**config.mk**
```make
export PLATFORM = sky130hd
export DESIGN_NAME = tmrst_seq
export DESIGN_NICKNAME = d
export VERILOG_FILES = /design/src/rtl/tmrst_pkg.sv /design/src/rtl/tmrst_mode_qual.sv /design/src/rtl/tmrst_edge_sync.sv /design/src/rtl/tmrst_edge_cnt.sv /design/src/rtl/tmrst_seq.sv
export SDC_FILE = /design/constraint.sdc
export NUM_CORES = 1
export LEC_CHECK = 0
export BUFFER_PORTS_ARGS = -buffer_cell sky130_fd_sc_hd__buf_4
export CORE_AREA = 10 10 47 49
export DETAILED_ROUTE_END_ITERATION = 8
export DIE_AREA = 0 0 57 59
export SKIP_LAST_GASP = 1
export SLEW_MARGIN = 20
export SYNTH_ARGS = -nofsm -noshare
export SYNTH_HDL_FRONTEND = slang
export SYNTH_SLANG_ARGS = --single-unit
```
**constraint.sdc**
```tcl
create_clock -name clk -period 1.8 [get_ports clk]
set_input_delay 0.54 -clock clk [delete_from_list [all_inputs] [get_ports clk]]
set_output_delay 0.54 -clock clk [all_outputs]
set_load 0.1 [all_outputs]
```
**src/rtl/tmrst_pkg.sv**
```systemverilog
// Package: shared encodings for the test-mode reset sequencer.
// Assumes the mode code arrives already decoded from the three-level pin.
package tmrst_pkg;

    typedef enum logic [1:0] {
        LVL_LOW  = 2'b00,
        LVL_MID  = 2'b01,
        LVL_HIGH = 2'b10,
        LVL_BAD  = 2'b11
    } mode_lvl_e;

endpackage

```
**src/rtl/tmrst_mode_qual.sv**
```systemverilog
// Module: registers the mode level and the disable request and
// reports whether test mode is active and a hold is being requested.
// Assumes mode_code is a static decode; any single-cycle MID still counts.
module tmrst_mode_qual
    import tmrst_pkg::*;
(
    input  logic       clk,
    input  logic       rst_n,
    input  logic [1:0] mode_code,
    input  logic       dis_req,
    output logic       test_mode,
    output logic       hold_req
);

    logic is_mid;
    logic dis_q;

    // Decode the middle level.
    always_comb begin
        is_mid = (mode_lvl_e'(mode_code) == LVL_MID);
    end

    // Capture test-mode state and request once per clock.
    always_ff @(posedge clk) begin
        if (!rst_n) begin
            test_mode <= 1'b0;
            dis_q     <= 1'b0;
        end else begin
            test_mode <= is_mid;
            dis_q     <= dis_req;
        end
    end

    // A hold request exists only inside test mode.
    always_comb begin
        hold_req = test_mode & dis_q;
    end

endmodule

```
**src/rtl/tmrst_edge_sync.sv**
```systemverilog
// Module: brings the reference input into the clk domain and emits a
// one-cycle pulse on each low-to-high transition.
// Assumes the reference is slower than clk/2 (SYNC_STAGES >= 2).
module tmrst_edge_sync #(
    parameter int SYNC_STAGES = 2
) (
    input  logic clk,
    input  logic rst_n,
    input  logic ref_in,
    output logic rise
);

    logic [SYNC_STAGES-1:0] sync_q;
    logic                   last_q;

    // Shift the raw reference through the synchronizer chain.
    always_ff @(posedge clk) begin
        if (!rst_n) begin
            sync_q <= '0;
            last_q <= 1'b0;
        end else begin
            sync_q <= {sync_q[SYNC_STAGES-2:0], ref_in};
            last_q <= sync_q[SYNC_STAGES-1];
        end
    end

    // Rising transition of the synchronized level.
    always_comb begin
        rise = sync_q[SYNC_STAGES-1] & ~last_q;
    end

endmodule

```
**src/rtl/tmrst_edge_cnt.sv**
```systemverilog
// Module: counts reference edges up to EDGE_COUNT and saturates.
// Assumes clear has priority; done is valid from the counter register.
module tmrst_edge_cnt #(
    parameter int EDGE_COUNT = 5
) (
    input  logic clk,
    input  logic rst_n,
    input  logic clear,
    input  logic inc,
    output logic done
);

    localparam int              CNT_W  = $clog2(EDGE_COUNT + 1);
    localparam logic [CNT_W-1:0] TARGET = CNT_W'(EDGE_COUNT);

    logic [CNT_W-1:0] cnt_q;

    // Saturating edge counter with synchronous clear.
    always_ff @(posedge clk) begin
        if (!rst_n || clear) begin
            cnt_q <= '0;
        end else if (inc && (cnt_q != TARGET)) begin
            cnt_q <= cnt_q + 1'b1;
        end
    end

    // Flag the saturated count.
    always_comb begin
        done = (cnt_q == TARGET);
    end

endmodule

```
**src/rtl/tmrst_seq.sv**
```systemverilog
// Module: top of the test-mode deterministic reset sequencer.
// Drives bypass, feedback forcing, output enable and state-machine hold.
// Assumes ref_in is asynchronous and slower than clk/2.
module tmrst_seq #(
    parameter int SYNC_STAGES = 2,
    parameter int EDGE_COUNT  = 5
) (
    input  logic       clk,
    input  logic       rst_n,
    input  logic [1:0] mode_code,
    input  logic       dis_req,
    input  logic       ref_in,
    output logic       bypass_sel,
    output logic       fb_force_low,
    output logic       out_oe,
    output logic       fsm_hold
);

    logic test_mode;
    logic hold_req;
    logic ref_rise;
    logic cnt_done;

    tmrst_mode_qual u_mode (
        .clk       (clk),
        .rst_n     (rst_n),
        .mode_code (mode_code),
        .dis_req   (dis_req),
        .test_mode (test_mode),
        .hold_req  (hold_req)
    );

    tmrst_edge_sync #(.SYNC_STAGES(SYNC_STAGES)) u_sync (
        .clk    (clk),
        .rst_n  (rst_n),
        .ref_in (ref_in),
        .rise   (ref_rise)
    );

    tmrst_edge_cnt #(.EDGE_COUNT(EDGE_COUNT)) u_cnt (
        .clk   (clk),
        .rst_n (rst_n),
        .clear (~hold_req),
        .inc   (ref_rise),
        .done  (cnt_done)
    );

    // Drive the control outputs from the registered state.
    always_comb begin
        bypass_sel   = test_mode;
        fb_force_low = test_mode;
        out_oe       = ~hold_req;
        fsm_hold     = hold_req & cnt_done;
    end

endmodule

```
==> summary.md <==
| Metric | Value |
|---|---|
| Hold Slack | `0.424 ns` |
| ANT nets after route | `0` |
| I/O pins | `10` |
| GRT Total Usage | `0.0436` |
| Max Freq | `579 MHz` |
| Nets | `53` |
| Clock share of power | `0.392` |
| Mapped Area | `337 µm²` |
| R2R setup slack | `0.71 ns` |
| Global route overflow | `0` |
| DP Wirelength | `499 µm` |
| Yosys cell types | `18` |
| Final Max Tran Viols | `0` |
| CTS Buffer Depth | `2` |
| Sw power | `0.0000907 W` |
| Internal Pwr Total | `0.000282 W` |
| Clock skew | `0.00112 ns` |
| Layout area overhead | `45.0%` |
| First-pass GRT wire length | `1120 µm` |
| H-Tree Depth | `1` |
| WL per Instance | `10.5 µm` |
| Pre-antenna DRT Iters | `2` |
| Reg2Reg Depth | `5` |
| Syn Area/Cell | `10.5 µm²` |
| DRC errors left | `0` |
| Relative slew slack | `0.813` |
| TritonCTS Buffers | `3` |
| #FFs+latches synth | `8` |
| Worst skew pair latency | `0.25 ns` |
| Vias | `251` |
| Net Sw Frac | `0.243` |
| Endpoints failing setup | `0` |
| Drt total wl | `632 µm` |
| Gpl congestion | `0.675` |
| YS warnings | `0` |
| Ant. Diodes | `0` |
| Slew @ Worst Pin | `0.282 ns` |
| # clock sinks | `8` |
| Startpoint types | `flip-flop` |
| Vias/cell | `4.18` |
| DR iter-0 viols | `1` |
| Core ar. | `0.00140 mm²` |
| Leak pwr | `0.194 nW` |
| Die area | `0.00336 mm²` |
| Combinational power share | `0.106` |
| Fin crit period | `1.73 ns` |
| Element type at the critical path end | `output pin` |
| Largest net degree at the start of global routing | `9` |
| # rows | `14` |
| Critical path required time | `1.26 ns` |
| Post-synthesis sequential area ratio | `0.476` |
| Post-Synthesis Cells | `32` |
| Die H | `59 µm` |
| Share of layout cells above drive strength 1 | `0.545` |
| Max FO, Critical Path | `3` |
| Max IR drop VDD | `505 µV` |
| Maxcap violations | `0` |
| Initial antenna violation count | `0` |
| # fillers | `155` |
| Port bufs | `9` |
| CTS tree | `built` |
| Initial Util | `0.240` |
| Setup CP Type | `reg -> out` |
| Outcome | `completed` |
| Worst min path class | `in -> reg` |
| Period utilization | `0.960` |
| Synth top area share | `0.476` |
| Worst hold stages | `2` |
| Sequential power share | `0.502` |
| Hold_buf cts | `0` |
| Syn nets | `40` |
| Root Buffer | `clkbuf_4` |
| Total design power | `0.000373 W` |
| Post-CTS setup buffer count | `0` |
| Vias in the first global route | `264` |
| Final hold violations | `0` |
| Crit path DAT | `1.19 ns` |
| Width of the chip | `57 µm` |
| Clock-pin slew on the worst setup and hold paths | `0.05 ns` |
| PwrDens | `764 mW/mm²` |
| Area contributors post-synth | `dfxtp_1, and2_1, ha_1, nor2b_4, a211oi_2` |
| Post-synth top area cell | `dfxtp_1` |
final cells by class:
type                       instances  area [µm²]  share of cell area
timing repair buffer               9        80.1               0.164
multi-input combinational         22         191               0.392
tap                               16        20.0              0.0410
sequential                         8         166               0.341
inverter                           1        3.75             0.00769
clock buffer                       4        26.3              0.0538
sequential cells by signal, indices dropped and copies added (netlist names):
signal / cells
u_sync.sync_q: 2
u_sync.last_q: 1
u_mode.dis_q: 1
u_mode.test_mode: 1
u_cnt.cnt_q: 3
stage by stage:
stage,cell area [µm²],instances,TNS [ns],worst slack (ns),utilization
detailed placement,444,56,0,0.219,0.317
finish,488,60,0,0.0715,0.348
floorplan,364,32,-0.0194,-0.0194,-
global route,488,60,-0.00204,-0.00204,0.348
CTS,483,60,0,0.0103,0.345
global placement,444,56,0,0.223,0.317
kinds of logic after synthesis:
group                    after synthesis  share of synthesized area
AND/OR/NAND/NOR                       17                      0.335
adder cells (fa/ha/maj)                2                     0.0743
AO/OA/AOI/OAI                          2                     0.0520
flip-flops                             8                      0.476
buffers and inverters                  2                     0.0335
multiplexers                           1                     0.0297
worst paths after layout:
| check | from | endpoint |
|---|---|---|
| worst max-delay path | u_cnt.cnt_q[1] | fsm_hold |
| worst min-delay path | mode_code[1] | u_mode.test_mode |
| worst max register to register | u_cnt.cnt_q[1] | u_cnt.cnt_q[1] |
| worst min register to register | u_sync.sync_q[0] | u_sync.sync_q[1] |
routing by layer:
metal,up-vias,part of all wire,global-route usage
met3,0,0.14,0.0472
li1,133,-,-
met4,0,0,0.0201
met2,10,0.45,0.0543
met5,-,0,0
met1,108,0.41,0.0450
placed cells by master, fill, tap and decap left out:
master,netlist,routed
nand2_2,2,2
buf_4,1,8
nor2_4,0,1
nor2_1,2,1
a21oi_1,1,1
and2_1,4,4
nor3_1,1,1
nand4_1,1,1
dfxtp_4,0,1
nand3_1,1,1
a211oi_2,1,1
nand2_8,0,1
inv_2,0,1
clkbuf_1,0,1
nand2_1,2,1
dfxtp_2,0,2
clkbuf_4,0,3
mux2i_1,1,1
dfxtp_1,8,5
buf_12,0,1
nor2b_4,1,1
ha_1,2,1
nand4b_1,1,1
ha_2,0,1
and3_4,1,1
and4b_1,1,1
worst max-delay path, cell delays in order (launching register included):
cell and delay, ns:
dfxtp_2 0.33, inv_2 0.06, ha_2 0.18, nand2_2 0.09, nor2_4 0.11, buf_12 0.18
power groups by stage:
stage	registers [W]	clock network, W	logic, W
floorplan	0.000197	0	0.0000203
global placement	0.000191	0	0.0000394
detailed placement	0.000191	0	0.0000399
CTS	0.000187	0.000156	0.0000398
global route	0.000188	0.000170	0.0000423
finish	0.000187	0.000146	0.0000395
Yosys cell counts (all sizes together):
master,number
and2,4
nand3,1
inv,1
nor3,1
dfxtp,8
nand2,4
ha,2
nand4b,1
and4b,1
a211oi,1
nand4,1
nor2b,1
and3,1
a21oi,1
mux2i,1
nor2,2
buf,1
repair_timing:
item,4_1_cts,5_1_grt
gates resized for setup,3,4
endpoints found under the setup margin,1,1
pin swaps,0,1
(Power assumes the default switching activity.)
